[src/rtl/pio_pkg.sv]
package pio_pkg;
    localparam int NFUNC   = 8;
    localparam int FSEL_W  = 3;
    localparam int IDX_W   = 4;
    localparam int ADDR_W  = IDX_W + 2;

    localparam int REG_SEL0  = 0;
    localparam int REG_SEL1  = 1;
    localparam int REG_SEL2  = 2;
    localparam int REG_GPEN  = 3;
    localparam int REG_OEN   = 4;
    localparam int REG_OVAL  = 5;
    localparam int REG_PUP   = 6;
    localparam int REG_PDN   = 7;
    localparam int REG_ODM   = 8;
    localparam int REG_DRV0  = 9;
    localparam int REG_DRV1  = 10;
    localparam int NREG      = 11;
    localparam int REG_PINV  = 11;

    typedef enum logic [1:0] {
        OP_WRITE = 2'd0,
        OP_SET   = 2'd1,
        OP_CLR   = 2'd2,
        OP_TGL   = 2'd3
    } pio_op_e;
endpackage

[src/rtl/pio_ctrl_reg.sv]
module pio_ctrl_reg #(
    parameter int N        = 32,
    parameter bit RST_ONES = 1'b0,
    parameter bit TGL_EN   = 1'b0
) (
    input  logic               clk,
    input  logic               rst_n,
    input  logic               hit,
    input  pio_pkg::pio_op_e   op,
    input  logic [N-1:0]       data,
    output logic [N-1:0]       q
);
    import pio_pkg::*;

    localparam logic [N-1:0] RST_VAL = RST_ONES ? {N{1'b1}} : {N{1'b0}};

    logic [N-1:0] nxt;

    always_comb begin
        nxt = q;
        if (hit) begin
            unique case (op)
                OP_WRITE: nxt = data;
                OP_SET:   nxt = q | data;
                OP_CLR:   nxt = q & ~data;
                OP_TGL:   nxt = TGL_EN ? (q ^ data) : q;
                default:  nxt = q;
            endcase
        end
    end

    always_ff @(posedge clk or negedge rst_n) begin
        if (!rst_n) q <= RST_VAL;
        else        q <= nxt;
    end
endmodule

[src/rtl/pio_sync.sv]
module pio_sync #(
    parameter int N = 32
) (
    input  logic         clk,
    input  logic         rst_n,
    input  logic [N-1:0] d,
    output logic [N-1:0] q
);
    logic [N-1:0] stage1;

    always_ff @(posedge clk or negedge rst_n) begin
        if (!rst_n) begin
            stage1 <= '0;
            q      <= '0;
        end else begin
            stage1 <= d;
            q      <= stage1;
        end
    end
endmodule

[src/rtl/pio_pin_mux.sv]
module pio_pin_mux #(
    parameter int NF = pio_pkg::NFUNC
) (
    input  logic                       gp_en,
    input  logic                       oval,
    input  logic                       oen,
    input  logic [pio_pkg::FSEL_W-1:0] fsel,
    input  logic [NF-1:0]              f_out,
    input  logic [NF-1:0]              f_oe,
    output logic                       pad_out,
    output logic                       pad_oe
);
    logic drv_val;
    logic drv_en;

    always_comb begin
        if (gp_en) begin
            drv_val = oval;
            drv_en  = oen;
        end else begin
            drv_val = f_out[fsel];
            drv_en  = f_oe[fsel];
        end
        pad_oe  = drv_en;
        pad_out = drv_val & drv_en;
    end
endmodule

[src/rtl/pio_mux_port.sv]
module pio_mux_port #(
    parameter int N = 32
) (
    input  logic                               clk,
    input  logic                               rst_n,
    input  logic                               wr_en,
    input  logic [pio_pkg::ADDR_W-1:0]         wr_addr,
    input  logic [N-1:0]                       wr_data,
    input  logic [pio_pkg::IDX_W-1:0]          rd_addr,
    output logic [N-1:0]                       rd_data,
    input  logic [pio_pkg::NFUNC*N-1:0]        per_out,
    input  logic [pio_pkg::NFUNC*N-1:0]        per_oe,
    input  logic [N-1:0]                       pad_in,
    output logic [N-1:0]                       pad_out,
    output logic [N-1:0]                       pad_oe,
    output logic [N-1:0]                       pad_pull_up,
    output logic [N-1:0]                       pad_pull_dn,
    output logic [N-1:0]                       pad_keeper,
    output logic [N-1:0]                       pad_odm,
    output logic [N-1:0]                       pad_drv0,
    output logic [N-1:0]                       pad_drv1
);
    import pio_pkg::*;

    logic [IDX_W-1:0]          wr_idx;
    pio_op_e                   wr_op;
    logic [NREG-1:0]           reg_hit;
    logic [NREG-1:0][N-1:0]    ctl_q;
    logic [N-1:0]              pinv_q;

    assign wr_idx = wr_addr[ADDR_W-1:2];
    assign wr_op  = pio_op_e'(wr_addr[1:0]);

    // Control registers; only output value and output enable honour toggle.
    for (genvar r = 0; r < NREG; r++) begin : g_reg
        localparam bit IS_ONES = (r == REG_GPEN);
        localparam bit CAN_TGL = (r == REG_OEN) || (r == REG_OVAL);
        assign reg_hit[r] = wr_en && (wr_idx == IDX_W'(r));
        pio_ctrl_reg #(.N(N), .RST_ONES(IS_ONES), .TGL_EN(CAN_TGL)) u_reg (
            .clk  (clk),
            .rst_n(rst_n),
            .hit  (reg_hit[r]),
            .op   (wr_op),
            .data (wr_data),
            .q    (ctl_q[r])
        );
    end

    pio_sync #(.N(N)) u_sync (
        .clk  (clk),
        .rst_n(rst_n),
        .d    (pad_in),
        .q    (pinv_q)
    );

    // Read-back mux.
    always_comb begin
        rd_data = '0;
        for (int r = 0; r < NREG; r++) begin
            if (rd_addr == IDX_W'(r)) rd_data = ctl_q[r];
        end
        if (rd_addr == IDX_W'(REG_PINV)) rd_data = pinv_q;
    end

    // Per-pin ownership mux.
    for (genvar i = 0; i < N; i++) begin : g_pin
        logic [NFUNC-1:0] f_out;
        logic [NFUNC-1:0] f_oe;
        for (genvar f = 0; f < NFUNC; f++) begin : g_fn
            assign f_out[f] = per_out[f*N + i];
            assign f_oe[f]  = per_oe[f*N + i];
        end
        pio_pin_mux #(.NF(NFUNC)) u_mux (
            .gp_en  (ctl_q[REG_GPEN][i]),
            .oval   (ctl_q[REG_OVAL][i]),
            .oen    (ctl_q[REG_OEN][i]),
            .fsel   ({ctl_q[REG_SEL2][i], ctl_q[REG_SEL1][i], ctl_q[REG_SEL0][i]}),
            .f_out  (f_out),
            .f_oe   (f_oe),
            .pad_out(pad_out[i]),
            .pad_oe (pad_oe[i])
        );
    end

    // Pad electrical controls.
    assign pad_keeper  = ctl_q[REG_PUP] & ctl_q[REG_PDN];
    assign pad_pull_up = ctl_q[REG_PUP] & ~ctl_q[REG_PDN];
    assign pad_pull_dn = ctl_q[REG_PDN] & ~ctl_q[REG_PUP];
    assign pad_odm     = ctl_q[REG_ODM];
    assign pad_drv0    = ctl_q[REG_DRV0];
    assign pad_drv1    = ctl_q[REG_DRV1];
endmodule

[config.mk]
export PLATFORM = sky130hd
export DESIGN_NAME = pio_mux_port
export DESIGN_NICKNAME = d
export VERILOG_FILES = /design/src/rtl/pio_pkg.sv /design/src/rtl/pio_ctrl_reg.sv /design/src/rtl/pio_sync.sv /design/src/rtl/pio_pin_mux.sv /design/src/rtl/pio_mux_port.sv
export SDC_FILE = /design/constraint.sdc
export NUM_CORES = 1
export LEC_CHECK = 0
export BUFFER_PORTS_ARGS = -buffer_cell sky130_fd_sc_hd__buf_2
export CORE_AREA = 2 2 345 347
export DETAILED_ROUTE_END_ITERATION = 10
export DIE_AREA = 0 0 347 349
export GPL_ROUTABILITY_DRIVEN = 1
export HOLD_SLACK_MARGIN = 0.03
export SKIP_LAST_GASP = 1
export SLEW_MARGIN = 20
export SYNTH_ARGS = -nofsm -noshare
export SYNTH_HDL_FRONTEND = slang
export SYNTH_SLANG_ARGS = --single-unit
[constraint.sdc]
create_clock -name clk -period 2.3 [get_ports clk]
set_input_delay 0.46 -clock clk [delete_from_list [all_inputs] [get_ports clk]]
set_output_delay 0.46 -clock clk [all_outputs]
set_load 0.1 [all_outputs]
==> flow_summary.yaml <==
placed_design:
  gp_routability_congestion: 0.9262
  dp_slack_ns: -0.5194
  cell_area_after_placement_sq_um: 37330
  io_buffer_count: 876
  dp.final_hpwl_mm: 103.8
critical_path:
  timing.reg2reg.worst_path_depth: 7
  end_kind: "output port"
  crit-reg2reg-launch: "g_reg[4].u_reg.q[6]"
  timing.critical_path.from_type: "register"
  worst_setup_path_startpoint: "g_reg[0].u_reg.q[22]"
  worstPathMaxFanout: 5
  worst-endpoint-required_ns: 1.84
  rr_endpoint: "g_reg[4].u_reg.q[6]"
  criticalPathCategory: "register to output port"
  worst-r2r-setup-slack_ns: 0.80
  crit_arrival_ns: 2.41
  timing.critical_path.to: "rd_data[22]"
grt:
  global_route.peak_usage_layer: "met2"
  antenna_found_initial: 18
  grt_max_degree: 65
  grt_remaining_overflow: 0
  vias_in_the_first_global_route: 28100
  gr-usage-all-layers_pct: 21.60
  grt_use_met3_pct: 3.806
  grt.met2_usage_pct: 36.64
  grtUsageMet1_pct: 26.91
  grt_pass1_wl_mm: 192.9
floorplan:
  boundaryPins: 877
  core_area_sq_um: 117500
  die_h_um: 349
  dieWidth_um: 347
  die_outline_area_sq_um: 121100
  floorplan.initialDensity_pct: 24.36
  placementRows: 126
worst_hold_path:
  min_delay_path_depth: 3
  hp-class: "primary input to register"
logic_synthesis:
  synth_cell_type_count: 64
  dominantRegCellSynth: "sky130_fd_sc_hd__dfrtp_1"
  yosysMostFrequentCell: "sky130_fd_sc_hd__a21oi_1"
  synth_enable_flop_cells: 0
  post-synth-top-area-fraction_pct: 33.59
  synth_async_sr_flop_share_pct: 100.0
  synth_area_per_cell_sq_um: 9.504
  post_synth_most_frequent_cells: "sky130_fd_sc_hd__a21oi_1, sky130_fd_sc_hd__dfrtp_1, sky130_fd_sc_hd__nand2_1"
  biggest_area_contributors_in_the_synthesized_netlist: "sky130_fd_sc_hd__dfrtp_1, sky130_fd_sc_hd__mux4_2, sky130_fd_sc_hd__a21oi_1"
  synthCells: 3010
  synth-seq-cells: 416
  synthesis.yosys.warnings: 0
  synth_seq_area_share_pct: 36.53
  synth_nets: 3731
  synth_area_sq_um: 28610
  netlist.top_cell.by_area: "sky130_fd_sc_hd__dfrtp_1"
cells_and_area:
  area.growth.synth_to_final_pct: 44.20
  regArea_sq_um: 10510
  design_area_sq_um: 41250
  layout.filler_cells: 11830
  number_of_nets_in_the_layout: 4636
  final_layout_size_suffix_gt1_share_pct: 45.03
  multi_input_area_sq_um: 16770
pwr:
  leakage_nw: 18.29
  vdd_drop_max_v: 0.0009309
  power.density_nw_per_um2: 1070
detailed_routing:
  wl_per_cell_um: 24.68
  detailedRoute.firstPassIterationCount: 5
  num_vias: 28250
  totalWireLength_mm: 136.0
  drt_antenna_net_count: 0
  post-route-drc-count: 0
  drtIter0Drc: 2350
  detail_route.vias_per_cell: 5.130
sta:
  fin_crit_sh_pct: 124.6
  worst_pin_slew_ns: 1.104
  slew_headroom_pct: 25.60
  setup_viol: 96
  timing.clock.skew_ns: 0.006530
  timing.final.max_slew_violations: 0
  grt_setup_unrepaired: "yes"
  period_needed_ns: 2.866
  timing_hold_violations_final: 0
  clock.fmax_ghz: 0.3489
  sum_neg_setup_slack_ns: -32.97
  final.setup.worst_slack_ns: -0.5659
cts:
  max_h_tree_level: 2
  cts.reportedPaths.clkPinSlew_ns: 0.06
  clock_tree_from_tritoncts: "built"
  cts-root-buf: "sky130_fd_sc_hd__clkbuf_16"
  clock_path_buffers: 3
  clk-insertion-delay-late_ns: 0.63
  cts_buffers: 51
  tritoncts_num_sinks: 416
outcome:
  run_status: "finished with violations"
  failed_checks: "setup timing"
flow_run:
  timing.max_cap.violations: 0
==> worst min path at each step <==
stage | from | end | slack, ns
detailed placement | u_sync.stage1[29] | u_sync.q[29] | 0.33
global route | wr_data[8] | g_reg[3].u_reg.q[8] | 0.19
floorplan | rst_n | g_reg[0].u_reg.q[0] | 0.16
CTS | wr_data[30] | g_reg[3].u_reg.q[30] | 0.15
global placement | u_sync.stage1[7] | u_sync.q[7] | 0.33
finish | wr_data[8] | g_reg[3].u_reg.q[8] | 0.21
==> cells in the final DEF (no fill, tap or decap), drive strengths merged, types with 9 or more instances in the layout <==
| master | count |
|---|---|
| dfstp | 32 |
| inv | 115 |
| and2 | 53 |
| dlygate4sd3 | 33 |
| o31ai | 65 |
| ha | 132 |
| a21oi | 686 |
| mux2i | 99 |
| clkbuf | 84 |
| o22ai | 31 |
| nor4 | 10 |
| buf | 1219 |
| nor2b | 106 |
| o21ai | 197 |
| clkinv | 12 |
| o211a | 11 |
| dfrtp | 384 |
| diode | 15 |
| o221ai | 13 |
| a22oi | 17 |
| a31oi | 9 |
| nor2 | 53 |
| a211oi | 67 |
| nand2 | 279 |
| mux4 | 157 |
==> sequential cells by signal (all words and copies together), names as in the netlist <==
signal,cells
g.u_reg.q,352
u_sync.stage1,32
u_sync.q,32
==> repair_timing <==
item,CTS,global route
cloned,0,1
setup endpoints to repair,106,101
resized for setup,357,111
hold buffers,33,0
endpoints found under the hold margin,60,0
pin swaps,75,58
setup buffers,27,20
==> metal layers <==
metal  part of all wire [%]  vias to the layer above
met5                  0.054                        -
met1                     40                    14030
li1                       -                    12630
met3                    7.0                      269
met2                     49                     1314
met4                    4.3                       12
==> stage by stage <==
stage               hold WS, ns  util [%]  std cells  total power [mW]
floorplan                0.1644         -       3010             28.07
detailed placement       0.3347     31.79       5328             33.80
finish                   0.2114     35.12       5508             44.12
global route             0.1854     35.10       5496             45.98
global placement         0.3318     31.79       5328             33.56
CTS                      0.1463     34.60       5479             43.81
==> layout make-up <==
type / instances / share of cell area [%]
multi-input cells: 2072 / 40.65
flip-flops and latches: 416 / 25.49
repair buffers: 1259 / 24.05
well taps: 1536 / 4.659
clock buffers: 77 / 3.530
inverters: 115 / 1.049
clock inverters: 18 / 0.4822
diodes: 15 / 0.09099
==> kinds of logic (layout without fill, tap and decap cells) <==
family                     after synthesis  count (layout)  share of synthesized area (%)
other                                    0              15                              0
AOI/OAI and AO/OA                     1142            1142                          22.79
and+or+nand+nor                        534             534                          9.023
buffers and inverters                  522            1469                          9.749
adders and majority gates              132             132                          5.773
DFF                                    416             416                          36.53
muxes                                  264             264                          16.14
==> where the power goes <==
group          total [mW]  leakage [nW]  internal, mW  switching [mW]
clock network        8.26         0.810          4.81            3.45
registers            11.7          5.03          9.06            2.60
logic                24.2          12.5          8.13            16.1
==> worst max-delay path, stage by stage, from the launching register on <==
cell and delay, ns:
sky130_fd_sc_hd__dfrtp_2 0.48, sky130_fd_sc_hd__buf_4 0.17, sky130_fd_sc_hd__mux4_2 0.50, sky130_fd_sc_hd__a31oi_4 0.17
sky130_fd_sc_hd__o311ai_2 0.12, sky130_fd_sc_hd__o2bb2ai_4 0.16, sky130_fd_sc_hd__buf_12 0.17
Power figures use the tool's default switching activity.
